$ cat src/rtl/seg_split_pkg.sv
// Shared types for the segment splitter.
package seg_split_pkg;
    typedef enum logic [2:0] {
        ST_IDLE,     // waiting for a request
        ST_PLAN,     // decide: emit remainder whole or start division
        ST_DIV_CNT,  // computing piece count m = ceil(L / step)
        ST_DIV_LEN,  // computing piece length L / m
        ST_EMIT      // segment presented on the output
    } seg_state_e;
endpackage

$ cat src/rtl/seg_divider.sv
// Bit-serial restoring unsigned divider.
// Loads operands on start and raises done for one cycle W cycles later.
// The quotient stays valid until the next start. Assumes divisor != 0.
module seg_divider #(
    parameter int W = 33
) (
    input  logic         clk,
    input  logic         rst_n,
    input  logic         start,
    input  logic [W-1:0] dividend,
    input  logic [W-1:0] divisor,
    output logic         done,
    output logic [W-1:0] quotient
);
    localparam int CW = $clog2(W + 1);

    logic [W-1:0]  acc;
    logic [W-1:0]  quo;
    logic [W-1:0]  dvs;
    logic [CW-1:0] cnt;
    logic          running;
    logic [W:0]    shifted;
    logic [W:0]    diff;
    logic          fits;

    // Trial subtraction of the divisor from the shifted partial remainder.
    always_comb begin
        shifted = {acc, quo[W-1]};
        diff    = shifted - {1'b0, dvs};
        fits    = shifted >= {1'b0, dvs};
    end

    // One quotient bit per cycle; done pulses when the last bit is formed.
    always_ff @(posedge clk) begin
        if (!rst_n) begin
            acc     <= '0;
            quo     <= '0;
            dvs     <= '0;
            cnt     <= '0;
            running <= 1'b0;
            done    <= 1'b0;
        end else begin
            done <= 1'b0;
            if (start) begin
                acc     <= '0;
                quo     <= dividend;
                dvs     <= divisor;
                cnt     <= CW'(W);
                running <= 1'b1;
            end else if (running) begin
                acc <= fits ? diff[W-1:0] : shifted[W-1:0];
                quo <= {quo[W-2:0], fits};
                cnt <= cnt - 1'b1;
                if (cnt == CW'(1)) begin
                    running <= 1'b0;
                    done    <= 1'b1;
                end
            end
        end
    end

    assign quotient = quo;
endmodule

$ cat src/rtl/seg_req_check.sv
// Combinational request screening: flags requests that must be refused.
// Assumes nothing about the request beyond its fields.
module seg_req_check #(
    parameter int ADDR_W = 32,
    parameter int LEN_W  = 32
) (
    input  logic [ADDR_W-1:0] addr,
    input  logic [LEN_W-1:0]  len,
    input  logic              cyclic,
    input  logic [LEN_W-1:0]  period,
    output logic              bad
);
    // Misalignment, empty request, or an unusable period in cyclic mode.
    always_comb begin
        bad = (addr[1:0] != 2'b00) || (len == '0) ||
              (cyclic && ((period == '0) || (period > len)));
    end
endmodule

$ cat src/rtl/seg_splitter.sv
// Splits an aligned transfer request into buffer-sized, word-aligned
// segments of near-equal length; cyclic mode splits per period.
// Assumes MAX_SEG fits in LEN_W bits and is at least 4.
module seg_splitter
    import seg_split_pkg::*;
#(
    parameter int          ADDR_W  = 32,
    parameter int          LEN_W   = 32,
    parameter logic [15:0] MAX_SEG = 16'h1FFF
) (
    input  logic              clk,
    input  logic              rst_n,
    input  logic              req_valid,
    output logic              req_ready,
    input  logic [ADDR_W-1:0] req_addr,
    input  logic [LEN_W-1:0]  req_len,
    input  logic              req_cyclic,
    input  logic [LEN_W-1:0]  req_period,
    output logic              req_err,
    output logic              seg_valid,
    input  logic              seg_ready,
    output logic [ADDR_W-1:0] seg_addr,
    output logic [LEN_W-1:0]  seg_len,
    output logic              seg_eop,
    output logic              seg_last
);
    localparam int         DIV_W = LEN_W + 1;
    localparam logic [LEN_W-1:0] MAXL = LEN_W'(MAX_SEG);
    localparam logic [LEN_W-1:0] STEP = LEN_W'(MAX_SEG & 16'hFFFC);

    seg_state_e        state;
    logic [ADDR_W-1:0] cur_addr;
    logic [LEN_W-1:0]  rem;
    logic [LEN_W-1:0]  per_len;
    logic [LEN_W-1:0]  size_left;
    logic [LEN_W-1:0]  len_r;
    logic              err_r;
    logic              bad;
    logic              div_start;
    logic              div_done;
    logic [DIV_W-1:0]  div_a;
    logic [DIV_W-1:0]  div_b;
    logic [DIV_W-1:0]  div_q;
    logic [LEN_W-1:0]  next_left;
    logic              more_periods;
    logic              piece_end;

    seg_req_check #(.ADDR_W(ADDR_W), .LEN_W(LEN_W)) u_check (
        .addr   (req_addr),
        .len    (req_len),
        .cyclic (req_cyclic),
        .period (req_period),
        .bad    (bad)
    );

    seg_divider #(.W(DIV_W)) u_div (
        .clk      (clk),
        .rst_n    (rst_n),
        .start    (div_start),
        .dividend (div_a),
        .divisor  (div_b),
        .done     (div_done),
        .quotient (div_q)
    );

    // Divider operand selection: first the piece count, then the piece length.
    always_comb begin
        div_start = ((state == ST_PLAN) && (rem > MAXL)) ||
                    ((state == ST_DIV_CNT) && div_done);
        if (state == ST_PLAN) begin
            div_a = {1'b0, rem} + DIV_W'(STEP) - DIV_W'(1);
            div_b = DIV_W'(STEP);
        end else begin
            div_a = {1'b0, rem};
            div_b = div_q;
        end
    end

    // Segment flags derived from the current piece and remaining periods.
    always_comb begin
        next_left    = size_left - per_len;
        more_periods = next_left >= per_len;
        piece_end    = (len_r == rem);
    end

    // Main sequencer: accept, plan, divide, emit.
    always_ff @(posedge clk) begin
        if (!rst_n) begin
            state     <= ST_IDLE;
            cur_addr  <= '0;
            rem       <= '0;
            per_len   <= '0;
            size_left <= '0;
            len_r     <= '0;
            err_r     <= 1'b0;
        end else begin
            err_r <= 1'b0;
            unique case (state)
                ST_IDLE: begin
                    if (req_valid) begin
                        if (bad) begin
                            err_r <= 1'b1;
                        end else begin
                            cur_addr  <= req_addr;
                            per_len   <= req_cyclic ? req_period : req_len;
                            rem       <= req_cyclic ? req_period : req_len;
                            size_left <= req_len;
                            state     <= ST_PLAN;
                        end
                    end
                end
                ST_PLAN: begin
                    if (rem <= MAXL) begin
                        len_r <= rem;
                        state <= ST_EMIT;
                    end else begin
                        state <= ST_DIV_CNT;
                    end
                end
                ST_DIV_CNT: begin
                    if (div_done) state <= ST_DIV_LEN;
                end
                ST_DIV_LEN: begin
                    if (div_done) begin
                        len_r <= div_q[LEN_W-1:0] & ~LEN_W'(3);
                        state <= ST_EMIT;
                    end
                end
                ST_EMIT: begin
                    if (seg_ready) begin
                        cur_addr <= cur_addr + ADDR_W'(len_r);
                        if (!piece_end) begin
                            rem   <= rem - len_r;
                            state <= ST_PLAN;
                        end else if (more_periods) begin
                            rem       <= per_len;
                            size_left <= next_left;
                            state     <= ST_PLAN;
                        end else begin
                            state <= ST_IDLE;
                        end
                    end
                end
                default: state <= ST_IDLE;
            endcase
        end
    end

    assign req_ready = (state == ST_IDLE);
    assign req_err   = err_r;
    assign seg_valid = (state == ST_EMIT);
    assign seg_addr  = cur_addr;
    assign seg_len   = len_r;
    assign seg_eop   = seg_valid && piece_end;
    assign seg_last  = seg_valid && piece_end && !more_periods;
endmodule

$ cat config.mk
export PLATFORM = sky130hd
export DESIGN_NAME = seg_splitter
export DESIGN_NICKNAME = d
export VERILOG_FILES = /design/src/rtl/seg_split_pkg.sv /design/src/rtl/seg_divider.sv /design/src/rtl/seg_req_check.sv /design/src/rtl/seg_splitter.sv
export SDC_FILE = /design/constraint.sdc
export NUM_CORES = 1
export LEC_CHECK = 0
export BUFFER_PORTS_ARGS = -buffer_cell sky130_fd_sc_hd__buf_2
export CAP_MARGIN = 25
export CORE_ASPECT_RATIO = 0.8
export CORE_MARGIN = 2
export CORE_UTILIZATION = 49
export DETAILED_ROUTE_END_ITERATION = 10
export GPL_TIMING_DRIVEN = 0
export PLACE_DENSITY = 0.67
export SLEW_MARGIN = 10
export SYNTH_ARGS = -nofsm -noshare
export SYNTH_HDL_FRONTEND = slang
export SYNTH_SLANG_ARGS = --single-unit
export TNS_END_PERCENT = 50
$ cat constraint.sdc
create_clock -name clk -period 8 [get_ports clk]
set_clock_uncertainty 0.05 [all_clocks]
set_input_delay 0.4 -clock clk [delete_from_list [all_inputs] [get_ports clk]]
set_output_delay 0.4 -clock clk [all_outputs]
set_load 0.005 [all_outputs]
==> results.sh, run 1 <==
export IMPL_min_period_over_period=0.9436
export IMPL_grt_util_all_layers=0.3656
export IMPL_grt_max_degree=15
export IMPL_cts_path_max_buffers=3
export IMPL_netlist_area_um2=20930
export IMPL_period_needed_ns=7.549
export IMPL_maxSlewHeadroom=0.3281
export IMPL_setup_worst_path_class="register to register"
export IMPL_grt_pass1_vias=20880
export IMPL_overflow=0
export IMPL_ctsHtreeMaxLevel=1
export IMPL_finalMaxSlewViolations=0
export IMPL_fmax_mhz=132.5
export IMPL_rrSetupSlack_ns=0.45
export IMPL_worst_pin_slew_ns=1.008
export IMPL_tns_ns=0
export IMPL_crit_path_max_fanout=10
export IMPL_ys_types=73
export IMPL_worstSetupEndpointType="register"
export IMPL_antenna_found_initial=1
export IMPL_hold_viol_final=0
export IMPL_hold_class="primary input to register"
export IMPL_crit_required_ns=8.40
export IMPL_critPathSlowestCell="o311ai_2"
export IMPL_cts_root_buf="clkbuf_16"
export IMPL_dr_total_vias=22260
export IMPL_synth_area_per_cell_um2=7.653
export IMPL_yosysTopAreaCellShare=0.2592
export IMPL_yosysWarnings=0
export IMPL_numPortBuffers=167
export IMPL_drt_vias_per_instance=6.343
export IMPL_synth_flop_cell="dfxtp_1"
export IMPL_yosysSeqAreaShare=0.2592
export IMPL_finalNetCount=3234
export IMPL_syn_to_final_growth_pct=12.32
export IMPL_n_antenna_cell=0
export IMPL_outcome="completed"
export IMPL_cts_sinks=271
export IMPL_synth_top_area_cell="dfxtp_1"
export IMPL_synth_cells=2735
export IMPL_start_util=0.4983
export IMPL_final_antenna_net_count=0
export IMPL_syn_nets=3033
export IMPL_drt_first_pass_iters=6
export IMPL_startpoint_type="register"
export IMPL_ys_ff_latch=271
export IMPL_clock_latency_ns=0.60
export IMPL_cts_buffers_inserted=30
export IMPL_cap_violations=0
export IMPL_dieHeight_um=188.9
export IMPL_setup_viol=0
export IMPL_rsz0062_at_grt="false"
export IMPL_place_congestion=1.006
export IMPL_synthTopCellsByArea="dfxtp_1, ha_1, a21oi_1"
export IMPL_cpPeakStageDelay_ns=0.62
export IMPL_drcViolationCount=0
export IMPL_die_width_um=235.1
export IMPL_post_drt_wl_per_cell_um=23.85
export IMPL_layout_drive_gt1_share=0.08759
export IMPL_rows=67
export IMPL_whs_ns=0.03143
export IMPL_ios=170
export IMPL_cts_tree="yes"
export IMPL_cp_cell_sequence="ha_1 -> inv_1 -> fa_1 -> a211oi_1 -> o21ai_0 -> a21o_1 -> o31a_1 -> a21oi_1 -> o21ai_0 -> nand2b_1 -> nand2_1 -> a21oi_1 -> xnor2_1 -> ha_1 -> nand4_1 -> nor4_2 -> o2111ai_1 -> o311ai_2 -> a21oi_1 -> nor2_1 -> buf_2 -> buf_2 -> a31oi_1"
export IMPL_drt_iter0_markers=2633
export IMPL_core_um2=42000
export IMPL_dp_hpwl_um=67820
export IMPL_path_common_cell="a21oi_1"
export IMPL_grt_pass1_wl_um=126200
export IMPL_cp_arrival_ns=7.95
export IMPL_async_reset_ff_frac=0
export IMPL_clk_pin_slew_ns=0.07
export IMPL_synth_edf_count=0
export IMPL_totalWireLength_um=83690
export IMPL_die_area_um2=44390
[layout by cell type, fill, tap and decap left out, types with 10 or more instances in the layout]
master / synthesis / layout
a211oi_1: 150 / 150
a21o_1: 87 / 87
a21oi_1: 228 / 228
a311oi_1: 14 / 14
a31oi_1: 33 / 33
and2_1: 10 / 10
and3_1: 15 / 15
buf_2: 12 / 179
clkbuf_1: 148 / 156
clkbuf_16: 0 / 31
dfxtp_1: 271 / 271
ha_1: 193 / 193
inv_1: 171 / 171
mux2_2: 12 / 12
mux2i_1: 113 / 113
nand2_1: 213 / 213
nand2b_1: 16 / 16
nand3_1: 58 / 58
nand4_1: 54 / 54
nor2_1: 285 / 285
nor2b_1: 30 / 30
nor3_1: 67 / 67
nor4_1: 38 / 37
o211a_1: 10 / 10
o211ai_1: 30 / 30
o21a_1: 24 / 24
o21ai_0: 156 / 156
o21bai_1: 19 / 19
o31a_1: 10 / 10
o31ai_1: 11 / 11
xnor2_1: 94 / 94
xor2_1: 38 / 38
[synthesized netlist by cell type, drive strengths merged, types with 6 or more instances]
cell type  count
mux2          12
or3            9
nor2b         30
a21oi        230
dfxtp        271
o21a          24
and4           7
a31o           7
o21ai        162
and2          10
a211oi       151
ha           193
a31oi         33
a311oi        14
nor2         287
o41ai          6
buf           22
o211a         10
nand2b        16
mux2i        113
nor4          39
nor3          67
and3          15
o211ai        30
o31a          10
a21o          87
o311ai         8
clkbuf       148
o21bai        19
a211o          6
xnor2         94
xor2          38
o31ai         11
nand3         58
nand4         54
inv          171
nand2        213
[area by class of cell]
class / instances / area, um2
Multi-Input combinational cell: 2123 / 14220
Inverter: 171 / 641.9
Sequential cell: 271 / 5425
Clock inverter: 8 / 122.6
Buffer: 170 / 656.9
Clock buffer: 45 / 888.4
Timing Repair Buffer: 169 / 863.3
Fill cell: 4031 / 18490
Tap cell: 552 / 690.7
[timing repair]
item / in CTS / in global routing
setup buffers: 0 / 0
endpoints found under the setup margin: 0 / 42
gates resized for setup: 0 / 2
hold buffers: 0 / 0
[worst paths after layout]
path / cells past startpoint / end / startpoint
max: 23 / size_left[13] / per_len[0]
min: 3 / seg_addr[16] / req_addr[16]
max reg2reg: 23 / size_left[13] / per_len[0]
min reg2reg: 2 / u_div.dvs[2] / u_div.dvs[2]
[through the flow]
stage | std cells | area [um2] | util | worst slack, ns
2_1_floorplan | 2735 | 20930 | - | 2.794
3_3_place_gp | 3454 | 22460 | 0.5347 | 0.4613
3_5_place_dp | 3455 | 22470 | 0.5350 | 0.4141
4_1_cts | 3508 | 23480 | 0.5591 | 0.3801
5_1_grt | 3509 | 23510 | 0.5597 | 0.1855
6_report | 3509 | 23510 | 0.5597 | 0.4513
[layer usage]
layer | up-vias | wire length [um] | GRT usage
li1 | 10320 | - | -
met1 | 10660 | 39620 | 0.5574
met2 | 1158 | 32510 | 0.5111
met3 | 114 | 9860 | 0.09418
met4 | 0 | 1696 | 0.07449
met5 | - | 0 | 0
[sequential cells by signal (all words and copies together) (netlist names)]
name            flops
rem                32
u_div.quotient     33
size_left          32
state               3
u_div.cnt           6
req_err             1
seg_addr           32
per_len            32
u_div.acc          33
seg_len            32
u_div.done          1
u_div.dvs          33
u_div.running       1
[worst max-delay path: cells and delay by family (launching register included)]
family	cells	cell delay, ns
compound gates	11	3.36
xor+xnor	1	0.13
fa+ha+maj	3	0.97
buf+inv	3	0.84
flops	1	0.49
simple gates	5	1.56
[kinds of logic (layout without fill, tap and decap cells)]
family,after synthesis,count (layout),share of synthesized area
XOR/XNOR,132,132,0.05524
multiplexers,125,125,0.06050
flip-flops,271,271,0.2592
buffers and inverters,341,563,0.06205
AO/OA/AOI/OAI,847,847,0.2627
AND/OR/NAND/NOR,822,822,0.1811
adder cells (fa/ha/maj),197,197,0.1192
Power of run 1 is not shown: default switching activity piles up to over one toggle a cycle in this logic, so the estimate is an artifact.
==> run 2: changes to the inputs <==
- CELL_PAD_IN_SITES_DETAIL_PLACEMENT: not set -> 2
- CELL_PAD_IN_SITES_GLOBAL_PLACEMENT: not set -> 2
- CORE_UTILIZATION: 49 -> 39
- PLACE_DENSITY: 0.67 -> not set
- PLACE_DENSITY_LB_ADDON: not set -> 0.1
==> run 2 against run 1 <==
Effect of this change:
- flip-flop and latch count stayed put
- via count is 3.2% higher
- sequential share of layout area is 0.43 points lower
- clock-buffer cell count stayed put
- register-to-register slack worse by 0.30 ns
- final cell count is 4.4% higher
- wire length is 25% higher
- critical path type unchanged
- largest cell class unchanged
- worst hold slack better by 0.040 ns
- core utilization is 11 points lower
- global-route usage is 0.47 points higher
- die area is 25% higher
- design area is 1.9% higher
==> results.sh, run 2 (synthesis gave the netlist of run 1 again) <==
export IMPL_outcome="completed"
export IMPL_die_area_um2=55550
export IMPL_fin_ws_ns=0.1511
export IMPL_rsz0062_at_grt="false"
export IMPL_post_drt_wl_per_cell_um=28.44
export IMPL_start_util=0.3969
export IMPL_crit_path_max_fanout=10
export IMPL_rows=75
export IMPL_hold_viol_final=0
export IMPL_place_congestion=0.9767
export IMPL_crit_required_ns=8.43
export IMPL_cts_path_max_buffers=3
export IMPL_final_core_util=0.4542
export IMPL_tns_ns=0
export IMPL_whs_ns=0.07148
export IMPL_clk_pin_slew_ns=0.07
export IMPL_drt_iter0_markers=1689
export IMPL_hold_buffers=0
export IMPL_cts_sinks=271
export IMPL_maxSlewHeadroom=0.2579
export IMPL_finalNetCount=3242
export IMPL_overflow=0
export IMPL_totalWireLength_um=104200
export IMPL_cts_setup_buffers=0
export IMPL_dr_total_vias=22970
export IMPL_cts_buffers_inserted=35
export IMPL_setup_viol=0
export IMPL_layout_drive_gt1_share=0.09363
export IMPL_final_antenna_net_count=0
export IMPL_core_um2=52740
export IMPL_drt_vias_per_instance=6.269
export IMPL_cp_arrival_ns=8.28
export IMPL_min_period_over_period=0.9811
export IMPL_final_common_cell="nor2_1"
export IMPL_drt_first_pass_iters=5
export IMPL_grt_max_degree=13
export IMPL_dp_hpwl_um=83000
export IMPL_clock_latency_ns=0.56
export IMPL_syn_to_final_growth_pct=14.44
export IMPL_layout_common_cells="nor2_1, dfxtp_1, a21oi_1"
export IMPL_antenna_found_initial=4
export IMPL_hold_class="primary input to register"
export IMPL_worst_pin_slew_ns=1.113
export IMPL_dp_slack_ns=0.02582
export IMPL_cts_root_buf="clkbuf_16"
export IMPL_drcViolationCount=0
export IMPL_dieHeight_um=211.2
export IMPL_setup_worst_path_class="register to register"
export IMPL_grt_pass1_vias=24690
export IMPL_die_width_um=263.0
export IMPL_ctsHtreeMaxLevel=2
export IMPL_worstSetupEndpointType="register"
export IMPL_grt_pass1_wl_um=157200
export IMPL_grt_util_all_layers=0.3703
export IMPL_period_needed_ns=7.849
export IMPL_finalMaxSlewViolations=0
export IMPL_fmax_mhz=127.4
export IMPL_ios=170
export IMPL_numPortBuffers=167
export IMPL_startpoint_type="register"
export IMPL_cts_tree="yes"
export IMPL_cap_violations=0
## run 2: changes by cell type in the layout (fill, tap and decap cells not counted), sizes merged
cell / before / now
buf: 190 / 194
bufinv: 3 / 5
clkinv: 5 / 7
clkinvlp: 0 / 4
diode: 0 / 2
dlymetal6s2s: 1 / 0
inv: 171 / 172
## run 2: timing repair
action | 4_1_cts | 5_1_grt
endpoints found under the setup margin | 5 | 29
pin swaps | 0 | 0
cloned | 0 | 0
gates resized for setup | 1 | 3
## run 2: routing by layer
| metal | up-vias | global-route usage | wire [um] |
|---|---|---|---|
| met3 | 145 | 0.07414 | 8052 |
| met4 | 0 | 0.08611 | 2213 |
| met1 | 11730 | 0.5353 | 49770 |
| li1 | 10340 | - | - |
| met2 | 752 | 0.5636 | 44180 |
| met5 | - | 0 | 0 |
## run 2: final cells by class
| cell class | count | area (um2) |
|---|---|---|
| repair buffers | 172 | 895.9 |
| plain buffers | 170 | 658.1 |
| well taps | 693 | 867.1 |
| fillers | 6132 | 28790 |
| clock buffers | 45 | 1005 |
| inverters | 171 | 641.9 |
| flip-flops and latches | 271 | 5425 |
| clock inverters | 17 | 235.2 |
| multi-input cells | 2123 | 14220 |
| diodes | 2 | 5.005 |
## run 2: worst paths after layout
check / start / cells past startpoint / to / slack (ns)
max: per_len[0] / 23 / size_left[24] / 0.15
min: req_addr[0] / 3 / seg_addr[0] / 0.07
max reg2reg: per_len[0] / 23 / size_left[24] / 0.15
min reg2reg: size_left[15] / 2 / size_left[15] / 0.43
## run 2: critical path: stages, from the launching register on
cell and delay, ns:
dfxtp_1 0.45, ha_1 0.25, inv_1 0.07, fa_1 0.42, a211oi_1 0.30, o21ai_0 0.19, a21o_1 0.22, o31a_1 0.38
a21oi_1 0.47, o21ai_0 0.43, nand3_1 0.29, nand2_1 0.08, a21oi_1 0.18, xnor2_1 0.14, ha_1 0.35, nand4_1 0.20
nor4_2 0.55, o2111ai_1 0.24, o311ai_2 0.65, a21oi_1 0.22, nor2_1 0.47, clkbuf_1 0.69, o21ai_0 0.24, a31oi_1 0.22
## run 2: through the flow
step | cells | area (um2)
floorplan | 2735 | 20930
global route | 3664 | 23950
detailed placement | 3598 | 22660
finish | 3664 | 23950
CTS | 3660 | 23910
global placement | 3595 | 22630
Power of run 2 is left out for the same reason.
